$ cat src/rtl/csk_pkg.sv
// Package csk_pkg
// Shared helpers for the three-group carry-skip adder: default group sizing
// and single-bit full-adder equations. Assumes widths of at least 3 bits.
package csk_pkg;

    // Default size of the least significant group for a given width.
    function automatic int lo_default(input int width);
        if (width == 16) return 5;
        if (width == 32) return 10;
        return (width * 5) / 16;
    endfunction

    // Default size of the middle (skippable) group for a given width.
    function automatic int mid_default(input int width);
        if (width == 16) return 6;
        if (width == 32) return 12;
        return width - 2 * ((width * 5) / 16);
    endfunction

    // Sum output of one full-adder cell.
    function automatic logic fa_sum(input logic x, input logic y, input logic c);
        return x ^ y ^ c;
    endfunction

    // Carry output of one full-adder cell.
    function automatic logic fa_carry(input logic x, input logic y, input logic c);
        return (x & y) | (c & (x ^ y));
    endfunction

endpackage

$ cat src/rtl/csk_ripple_group.sv
// Module csk_ripple_group
// Plain ripple-carry chain of GW full-adder cells. Used for the low and high
// groups, and as the internal chain of the middle group. Assumes GW >= 1.
module csk_ripple_group #(
    parameter int GW = 5
) (
    input  logic [GW-1:0] a_i,
    input  logic [GW-1:0] b_i,
    input  logic          cin_i,
    output logic [GW-1:0] sum_o,
    output logic          cout_o
);
    import csk_pkg::*;

    logic [GW:0] chain;

    // Carry enters the chain at its bottom.
    assign chain[0] = cin_i;

    genvar k;
    generate
        for (k = 0; k < GW; k++) begin : g_cell
            // One full-adder cell per bit position.
            assign sum_o[k]     = fa_sum(a_i[k], b_i[k], chain[k]);
            assign chain[k + 1] = fa_carry(a_i[k], b_i[k], chain[k]);
        end
    endgenerate

    // Carry leaving the top cell.
    assign cout_o = chain[GW];

endmodule

$ cat src/rtl/csk_skip_group.sv
// Module csk_skip_group
// Middle group: an internal ripple chain for the sum bits, plus a group
// propagate term that selects the incoming carry as the group carry-out when
// every bit would pass it through. Sum bits are always taken from the chain.
module csk_skip_group #(
    parameter int GW = 6
) (
    input  logic [GW-1:0] a_i,
    input  logic [GW-1:0] b_i,
    input  logic          cin_i,
    output logic [GW-1:0] sum_o,
    output logic          cout_o,
    output logic          prop_o
);
    logic [GW-1:0] bit_prop;
    logic          ripple_cout;

    // The internal chain produces every sum bit of the group.
    csk_ripple_group #(.GW(GW)) u_chain (
        .a_i   (a_i),
        .b_i   (b_i),
        .cin_i (cin_i),
        .sum_o (sum_o),
        .cout_o(ripple_cout)
    );

    // Per-bit propagate terms.
    assign bit_prop = a_i ^ b_i;

    // Group propagate: every bit would pass a carry through.
    assign prop_o = &bit_prop;

    // Skip multiplexer: bypass the chain when the group fully propagates.
    always_comb begin
        if (prop_o) cout_o = cin_i;
        else        cout_o = ripple_cout;
    end

endmodule

$ cat src/rtl/csk_out_stage.sv
// Module csk_out_stage
// Optional retiming stage on the adder result. OUT_REG=1 gives one register
// with synchronous active-low clear; OUT_REG=0 passes the result straight on.
module csk_out_stage #(
    parameter int DW      = 17,
    parameter bit OUT_REG = 1'b1
) (
    input  logic          clk,
    input  logic          rst_n,
    input  logic [DW-1:0] d_i,
    output logic [DW-1:0] q_o
);
    generate
        if (OUT_REG) begin : g_reg
            logic [DW-1:0] q_r;
            // Load the result each edge, clearing it under reset.
            always_ff @(posedge clk) begin
                if (!rst_n) q_r <= '0;
                else        q_r <= d_i;
            end
            assign q_o = q_r;
        end else begin : g_comb
            assign q_o = d_i;
        end
    endgenerate

endmodule

$ cat src/rtl/csk_adder3.sv
// Module csk_adder3
// Three-group carry-skip adder. The low and high groups ripple; the middle group
// ripples internally and carries a skip multiplexer on its carry-out. The
// group sizes must sum to WIDTH; this is checked at elaboration.
module csk_adder3 #(
    parameter int WIDTH   = 16,
    parameter int LO_W    = csk_pkg::lo_default(WIDTH),
    parameter int MID_W   = csk_pkg::mid_default(WIDTH),
    parameter int HI_W    = WIDTH - LO_W - MID_W,
    parameter bit OUT_REG = 1'b1
) (
    input  logic             clk,
    input  logic             rst_n,
    input  logic [WIDTH-1:0] a_i,
    input  logic [WIDTH-1:0] b_i,
    input  logic             cin_i,
    output logic [WIDTH-1:0] sum_o,
    output logic             cout_o
);
    localparam int MID_LSB = LO_W;
    localparam int HI_LSB  = LO_W + MID_W;
    localparam int RES_W   = WIDTH + 1;

    // Elaboration check on the group split.
    generate
        if (LO_W + MID_W + HI_W != WIDTH || LO_W < 1 || MID_W < 1 || HI_W < 1) begin : g_bad_split
            $error("csk_adder3: group sizes do not form a valid split of WIDTH");
        end
    endgenerate

    logic [LO_W-1:0]  lo_sum;
    logic [MID_W-1:0] mid_sum;
    logic [HI_W-1:0]  hi_sum;
    logic             lo_cout;
    logic             mid_cout;
    logic             mid_prop;
    logic             hi_cout;
    logic [RES_W-1:0] result;
    logic [RES_W-1:0] result_q;

    // Low group: plain ripple chain fed by the adder carry-in.
    csk_ripple_group #(.GW(LO_W)) u_lo (
        .a_i   (a_i[LO_W-1:0]),
        .b_i   (b_i[LO_W-1:0]),
        .cin_i (cin_i),
        .sum_o (lo_sum),
        .cout_o(lo_cout)
    );

    // Middle group: ripple chain with a skip multiplexer on its carry-out.
    csk_skip_group #(.GW(MID_W)) u_mid (
        .a_i   (a_i[MID_LSB +: MID_W]),
        .b_i   (b_i[MID_LSB +: MID_W]),
        .cin_i (lo_cout),
        .sum_o (mid_sum),
        .cout_o(mid_cout),
        .prop_o(mid_prop)
    );

    // High group: plain ripple chain fed by the skip multiplexer.
    csk_ripple_group #(.GW(HI_W)) u_hi (
        .a_i   (a_i[HI_LSB +: HI_W]),
        .b_i   (b_i[HI_LSB +: HI_W]),
        .cin_i (mid_cout),
        .sum_o (hi_sum),
        .cout_o(hi_cout)
    );

    // Assemble carry-out and sum into one result word.
    assign result = {hi_cout, hi_sum, mid_sum, lo_sum};

    // Optional register stage on the result.
    csk_out_stage #(.DW(RES_W), .OUT_REG(OUT_REG)) u_out (
        .clk  (clk),
        .rst_n(rst_n),
        .d_i  (result),
        .q_o  (result_q)
    );

    assign sum_o  = result_q[WIDTH-1:0];
    assign cout_o = result_q[WIDTH];

endmodule

$ cat config.mk
export PLATFORM = sky130hd
export DESIGN_NAME = csk_adder3
export DESIGN_NICKNAME = d
export VERILOG_FILES = /design/src/rtl/csk_pkg.sv /design/src/rtl/csk_ripple_group.sv /design/src/rtl/csk_skip_group.sv /design/src/rtl/csk_out_stage.sv /design/src/rtl/csk_adder3.sv
export SDC_FILE = /design/constraint.sdc
export NUM_CORES = 1
export LEC_CHECK = 0
export ABC_AREA = 1
export BUFFER_PORTS_ARGS = -buffer_cell sky130_fd_sc_hd__buf_2
export CORE_UTILIZATION = 35
export CTS_CLUSTER_DIAMETER = 120
export CTS_CLUSTER_SIZE = 14
export DETAILED_ROUTE_END_ITERATION = 7
export PLACE_DENSITY = 0.74
export SYNTH_ARGS = -nofsm -noshare
export SYNTH_HDL_FRONTEND = slang
export SYNTH_SLANG_ARGS = --single-unit
$ cat constraint.sdc
create_clock -name clk -period 7.3 [get_ports clk]
set_input_delay 1.095 -clock clk [delete_from_list [all_inputs] [get_ports clk]]
set_output_delay 1.095 -clock clk [all_outputs]
set_load 0.1 [all_outputs]
[Word level (Yosys, flattened, before mapping)]
Index checks and enable logic that the tools add are counted.
Operators by class
  eq/ne operators: 0
  divide/modulo/power cells: 0
  shift operators: 0
  $add $sub $neg: 0
  multiplexer cells: 1
  reductions and logical operators: 1
  $mul: 0
  magnitude comparators: 0
  bitwise operators: 81
Operators by type and width (number)
  1-bit bitwise AND: 32
  1-bit bitwise XOR: 32
  1-bit OR: 16
  6-bit AND reduction: 1
  6-bit bitwise XOR: 1
  1-bit 2-to-1 mux: 1
Storage, ports and cells
  memories kept: 0
  word-level logic and storage cells: 84
  ROM bits: 0
  bits in registers: 17
  RAM bits: 0
  bits in latches: 0
  output and inout port bits: 17

[Depth between registers and ports, before layout]
Gate-level depths: netlist of run 1.
  depth in word-level cells: 34
  depth in mapped cells: 22
  mapped depth without buffers: 22

[By module]
Synthesis of run 1 repeated with hierarchy kept, for this count alone.
Unflattened totals
  cell total of the unflattened synthesis: 148
  area, all modules: 1123.6 um^2
By module, submodules not included
  csk_out_stage: cells each 53, seq. area each 340.3 um^2, area each 496.7 um^2, instances 1
  csk_ripple_group (u_hi ...): cells each 15, seq. area each 0.0 um^2, area each 137.6 um^2, instances 2
  csk_skip_group: cells each 49, seq. area each 0.0 um^2, area each 193.9 um^2, instances 1
  csk_ripple_group (u_mid.u_chain): cells each 16, seq. area each 0.0 um^2, area each 157.7 um^2, instances 1

[Worst setup path after synthesis of run 1]
OpenSTA, ideal clock, no wires.
  kind: in2reg
  start: input port a_i[0]
  end: register u_out.g_reg.q_r[15] (netlist: u_out.q_o[15])
  setup slack: 0.349 ns
  stages on the path: 22
  arrival time: 6.887 ns
  data required time: 7.236 ns
  setup time: 0.064 ns
  path through: fa_1 fa_1 fa_1 fa_1 fa_1 fa_1 fa_1 fa_1 fa_1 fa_1 inv_1 fa_1 nand2_1 nand2_1 fa_1 fa_1 inv_1 fa_1 fa_1 inv_1 fa_1 nor2_1
Between the ends
  cells in the longest elaborated chain, start to end: 33
  elaborated cells on any way between the ends: 34
Ends and longest elaborated chain
  start, declared: RTL line csk_adder3.sv:14  | input logic [WIDTH-1:0] a_i,
  1-bit bitwise XOR: RTL line csk_pkg.sv:27  | return (x & y) | (c & (x ^ y));
  1-bit bitwise AND: RTL line csk_pkg.sv:27
  1-bit OR *: RTL line csk_pkg.sv:27
  1-bit bitwise AND *: RTL line csk_pkg.sv:27
  1-bit OR *: RTL line csk_pkg.sv:27
  1-bit bitwise AND *: RTL line csk_pkg.sv:27
  1-bit OR *: RTL line csk_pkg.sv:27
  1-bit bitwise AND *: RTL line csk_pkg.sv:27
  [... 17 more ...]
  1-bit OR *: RTL line csk_pkg.sv:27
  1-bit bitwise AND *: RTL line csk_pkg.sv:27
  1-bit OR *: RTL line csk_pkg.sv:27
  1-bit bitwise AND *: RTL line csk_pkg.sv:27
  1-bit OR *: RTL line csk_pkg.sv:27
  1-bit bitwise AND *: RTL line csk_pkg.sv:27
  1-bit OR *: RTL line csk_pkg.sv:27
  1-bit bitwise XOR *: RTL line csk_pkg.sv:22  | return x ^ y ^ c;
  end signal, assigned: RTL line csk_out_stage.sv:19  | else q_r <= d_i;
  end, declared: RTL line csk_out_stage.sv:15  | logic [DW-1:0] q_r;
Mark *: on every way between the ends. The rest lies on a longest branch, timed or not.
A chain may end at the register's enable or synchronous reset.

[Worst setup path after layout of run 1]
Ends and elaborated chain as after synthesis.

==> impl_metrics.ini, run 1 <==
[clock_network]
clkSinkCount = 17
clk_pin_slew_worst_paths_ps = 90
cts_tree = yes
cts-root-buf = clkbuf_4
cts_made_buffers = 3
post_cts_buffers = 0
cts_max_level = 1
clock_path_buffers = 2
cts.repair.resized = 0
ctsHoldBuffers = 0

[die]
die_y_um = 53.82
row_count = 18
start_util = 0.3759
io_pins = 52
die_w_um = 53.82
coreArea_sq_mm = 0.002500
dieArea_sq_mm = 0.002896

[synth]
synthTopCellsByCount = inv_1 (26), nand2_1 (18), dfxtp_1 (17)
ys_warn_count = 0
seq_area_frac_synth = 0.3622
synth_top_area_share = 0.3622
ys_seq_elements = 17
synth_edf_count = 0
yosysMostFrequentCell = inv_1
synthFlopType = dfxtp_1
syn_area_sq_um = 939.7
async_flop_share = 0
synth_cells = 91
synth_top_cells_by_area = dfxtp_1 (36%), fa_1 (34%), inv_1 (10%), ha_1 (8.0%), nand2_1 (7.2%)
yosys.area.top_type = dfxtp_1
syn_nets = 148
syn_area_per_cell_sq_um = 10.33
ys_types = 8

[sta]
fmax_mhz = 143.6
tightest_slew_ps = 493.9
setup_violations = 0
rsz0062_at_grt = no
maxSlewHeadroom = 0.6730
finalMaxSlewViolations = 0
period_share = 0.9540
final_hold_viol_count = 0
min_period_ps = 6964
hold_slack_ps = 1135

[final_layout]
final_util = 0.5010
largest_reg_flops = 17
drive_gt1_frac = 0.3862
antenna_cells = 0
final_nets = 203
synthToLayoutAreaGrowth_pct = 33.29
stdcell_count = 175

[critical_path]
critPathSlowestCell = fa_1
cp.buffers_inverters = 4
path_cells = buf_2, fa_1, fa_1, fa_1, fa_1, fa_2, fa_1, fa_1, fa_2, fa_1, fa_1, inv_1, fa_1, nand2_1, nand2_1, fa_1, fa_1, inv_1, fa_1, fa_1, inv_1, fa_1, nor2_1
critPathKind = input pin to flip-flop
critPathMaxStageDelay_ps = 430
cp.depth = 23
end_kind = flip-flop
crit_fanout = 2
critPathTopFamily = adder cells
cp.arrival_ps = 7190
crit_required_ps = 7530
worst_setup_path_start_kind = input pin
cp_common_cell = fa_1

[route]
drc_errors = 0
vias = 729
first_iter_violations = 3
drt-total-wl_mm = 1.592
viasPerCell = 4.166
dr.pass1.iters = 2
wire_per_inst_um = 9.097
antenna_left = 0

[placement]
dp_hpwl_mm = 1.453
place_congestion = 0.6277
io_buffers = 51
placed_cells = 171

[global_routing]
grt_pass1_vias = 768
met3_usage = 0.03672
grt-ovfl-total = 0
grt_use_met2 = 0.2778
grt_max_degree = 14
grtUsageTotal = 0.1438
antenna_found_initial = 0
grt_util_met1 = 0.1235
grt_pass1_wl_mm = 2.835
busiest_layer = met2

[min_path]
holdCritStartpoint = rst_n
holdPathStages = 3
hold_path_class = input pin to flip-flop
min_to = u_out.q_o[8]

[pwr]
p_per_area_mw_per_mm2 = 239.9
leakage_nw = 0.7570
p_total_mw = 0.3004
ir_drop_v = 0.0001259

[status]
outcome = finished clean

[run]
cap_violations = 0
[logic make-up after synthesis]
| group | Yosys count | share of synthesized area |
|---|---|---|
| adder cells (fa/ha/maj) | 22 | 0.4208 |
| buffers and inverters | 27 | 0.1158 |
| flip-flops | 17 | 0.3622 |
| AND/OR/NAND/NOR | 25 | 0.1012 |
[how the worst max path moves through the flow]
stage / startpoint / end / slack, ps
3_5_place_dp: a_i[0] / u_out.q_o[15] / -120
3_3_place_gp: a_i[0] / u_out.q_o[15] / 20
4_1_cts: a_i[0] / u_out.q_o[15] / 190
6_report: a_i[0] / u_out.q_o[15] / 340
5_1_grt: a_i[0] / u_out.q_o[15] / 20
2_1_floorplan: a_i[0] / u_out.q_o[15] / 350
[per-stage QoR]
stage / worst slack [ps] / instance area, sq um / setup TNS [ps]
2_1_floorplan: 348.9 / 939.7 / 0
3_3_place_gp: 24.33 / 1221 / 0
3_5_place_dp: -117.6 / 1221 / -117.6
4_1_cts: 188.6 / 1247 / 0
5_1_grt: 23.51 / 1252 / 0
6_report: 335.6 / 1252 / 0
[report_power, final]
| group | switching [mW] | total (mW) | leakage (nW) | internal [mW] |
|---|---|---|---|---|
| Clock | 0.0274 | 0.0487 | 0.0150 | 0.0212 |
| Combinational | 0.115 | 0.145 | 0.600 | 0.0297 |
| Sequential | 0.00222 | 0.107 | 0.142 | 0.105 |
| Total | 0.145 | 0.300 | 0.757 | 0.156 |
[area by class of cell]
cell class              instances  area, sq um
well taps                      30        37.54
inverters                      26        97.59
fillers                       240         1247
multi-input cells              47        495.5
flip-flops and latches         17        340.3
repair buffers                 51        255.2
clock buffers                   4        26.28
[metal layers]
metal | routed length (um) | part of all wire | vias up
met1 | 531 | 0.33 | 336
met3 | 134 | 0.084 | 4
met5 | 0 | 0 | -
li1 | - | - | 355
met4 | 43 | 0.027 | 0
met2 | 883 | 0.55 | 34
[layout by cell type, fill, tap and decap left out]
master     n
dfxtp_1   17
nand3_1    1
ha_1       6
fa_2       2
clkbuf_4   3
inv_1     26
nor2_1     6
clkbuf_1   1
nand2_1   18
fa_1      14
buf_2     51
Note: power is estimated with default switching activity, not from simulation.
==> run 2, diff against run 1 <==
--- a/config.mk
+++ b/config.mk
@@ -5,12 +5,13 @@
 export SDC_FILE = /design/constraint.sdc
 export NUM_CORES = 1
 export LEC_CHECK = 0
-export ABC_AREA = 1
+export ABC_AREA = 0
 export BUFFER_PORTS_ARGS = -buffer_cell sky130_fd_sc_hd__buf_2
 export CORE_UTILIZATION = 35
 export CTS_CLUSTER_DIAMETER = 120
 export CTS_CLUSTER_SIZE = 14
 export DETAILED_ROUTE_END_ITERATION = 7
+export GPL_ROUTABILITY_DRIVEN = 0
 export PLACE_DENSITY = 0.74
 export SYNTH_ARGS = -nofsm -noshare
 export SYNTH_HDL_FRONTEND = slang
==> run 2 against run 1 <==
  * Die area decreased by 2.3%
  * Global-route usage decreased by 1.3 points
  * Final area decreased by 0.50%
  * Combinational power about the same
  * Area after synthesis decreased by 2.4%
  * Wire length increased by 3.2%
  * Critical endpoint unchanged
  * Largest cell class unchanged
  * Highest routed layer unchanged
==> impl_metrics.ini, run 2 <==
[synth]
syn_area_per_cell_sq_um = 12.74
synth_cells = 72
syn_nets = 129
async_flop_share = 0
syn_area_sq_um = 917.1
yosysMostFrequentCell = dfxtp_1
synth_top_cells_by_area = dfxtp_1 (37%), fa_1 (35%), and2_1 (8.2%), ha_1 (8.2%), inv_1 (4.5%)
synth_edf_count = 0
ys_seq_elements = 17
synthFlopType = dfxtp_1
synthTopCellsByCount = dfxtp_1 (17), fa_1 (16), and2_1 (12)
synth_top_area_share = 0.3711
seq_area_frac_synth = 0.3711
yosys.area.top_type = dfxtp_1
ys_warn_count = 0
ys_types = 11

[final_layout]
antenna_cells = 0
final_common_cell = buf_2
synthToLayoutAreaGrowth_pct = 35.88
drive_gt1_frac = 0.4724
n_fill_cell = 239
final_cell_mix = buf_2 (51), dfxtp_1 (17), fa_1 (13)
final_util = 0.5030
final_nets = 185
largest_reg_flops = 17

[sta]
tightest_slew_ps = 496.6
fin_ws_ps = 261.0
min_period_ps = 7039
fin_setup_tns_ps = 0
setup_violations = 0
final_hold_viol_count = 0
finalMaxSlewViolations = 0
period_share = 0.9642
maxSlewHeadroom = 0.6712
rsz0062_at_grt = no
fmax_mhz = 142.1

[critical_path]
cp.arrival_ps = 7270
crit_required_ps = 7540
worst_setup_path_start_kind = input pin
critPathMaxStageDelay_ps = 430
cp.buffers_inverters = 4
end_kind = flip-flop
cp_common_cell = fa_1
path_cells = buf_2, fa_1, fa_1, fa_1, fa_1, fa_2, fa_1, fa_1, fa_1, fa_1, fa_1, inv_1, fa_1, o21ai_0, o31ai_2, fa_2, fa_1, inv_1, fa_2, fa_1, inv_1, fa_1, nor2b_1
critPathKind = input pin to flip-flop
critPathSlowestCell = fa_1
critPathTopFamily = adder cells
crit_fanout = 2

[global_routing]
grt_max_degree = 18
grt-ovfl-total = 0
grt_pass1_wl_mm = 2.566
antenna_found_initial = 0
grt_pass1_vias = 660
grtUsageTotal = 0.1313

[die]
coreArea_sq_mm = 0.002477
row_count = 18
die_w_um = 53.19
io_pins = 52
start_util = 0.3702
die_y_um = 53.19
dieArea_sq_mm = 0.002829

[status]
outcome = finished clean

[clock_network]
clkSinkCount = 17
cts.repair.resized = 0
clock_path_buffers = 2
cts-root-buf = clkbuf_4
cts_max_level = 1
clk_pin_slew_worst_paths_ps = 100
cts_made_buffers = 3
ctsHoldBuffers = 0
post_cts_buffers = 0
cts_tree = yes

[route]
wire_per_inst_um = 10.46
antenna_left = 0
vias = 666
viasPerCell = 4.242
drt-total-wl_mm = 1.643
first_iter_violations = 2
drc_errors = 0
dr.pass1.iters = 2

[min_path]
hold_path_class = input pin to flip-flop

[pwr]
power.share.switching = 0.4789
cell_internal_pwr_mw = 0.1565
leakage_nw = 0.6480
p_per_area_mw_per_mm2 = 241.0
seq_power_share = 0.357
switching_power_mw = 0.1438
ir_drop_v = 0.0001349
power_frac_clock = 0.162
combinationalPowerShare = 0.481

[placement]
io_buffers = 51
dp_hpwl_mm = 1.418
pre_cts_ws_ps = -188.0

[run]
cap_violations = 0
-- run 2: cell count changes after synthesis --
cell and change:
nor2b_1 +5, nand2_1 -17, nand3_1 -1, nor2_1 -6
nand4_1 +1, o31ai_1 +1, and2_1 +12, inv_1 -15
o21ai_0 +1
-- run 2: power groups by stage --
stage | Clock (mW) | Sequential, mW | Combinational (mW)
after floorplan | 0 | 0.197 | 0.0243
after global placement | 0 | 0.109 | 0.142
after detailed placement | 0 | 0.110 | 0.144
after CTS | 0.0507 | 0.108 | 0.145
after global routing | 0.0546 | 0.109 | 0.156
final | 0.0485 | 0.107 | 0.145
-- run 2: final timing paths --
path,startpoint,endpoint,slack (ps),depth (start not counted)
min,rst_n,u_out.q_o[12],1160,2
max,a_i[0],u_out.q_o[15],260,23
-- run 2: metrics by stage --
stage	power, mW	area, sq um	hold WS (ps)	std cells
after floorplan	0.2216	917.1	1217	72
after global placement	0.2506	1206	1469	153
after detailed placement	0.2537	1206	1458	153
after CTS	0.3032	1234	1160	157
after global routing	0.3194	1246	1168	157
final	0.3004	1246	1163	157
-- run 2: metal layers --
metal / wire [um] / vias to the layer above / track usage
met3: 134 / 4 / 0.02011
met5: 0 / - / 0
met4: 39 / 0 / 0.07895
li1: - / 320 / -
met1: 641 / 308 / 0.1355
met2: 827 / 34 / 0.2447
-- run 2: cells by family after synthesis --
kind of cell    share of synthesized area
fa+ha+maj                          0.4311
simple gates                       0.1269
flops                              0.3711
buf+inv                           0.05730
compound gates                    0.01364
-- run 2: layout make-up --
cell class | instances | area (sq um) | area share
clock inverter | 1 | 5.005 | 0.004016
tap | 30 | 37.54 | 0.03012
sequential | 17 | 340.3 | 0.2731
inverter | 11 | 41.29 | 0.03313
multi-input combinational | 43 | 536.8 | 0.4307
clock buffer | 3 | 22.52 | 0.01807
timing repair buffer | 52 | 262.8 | 0.2108
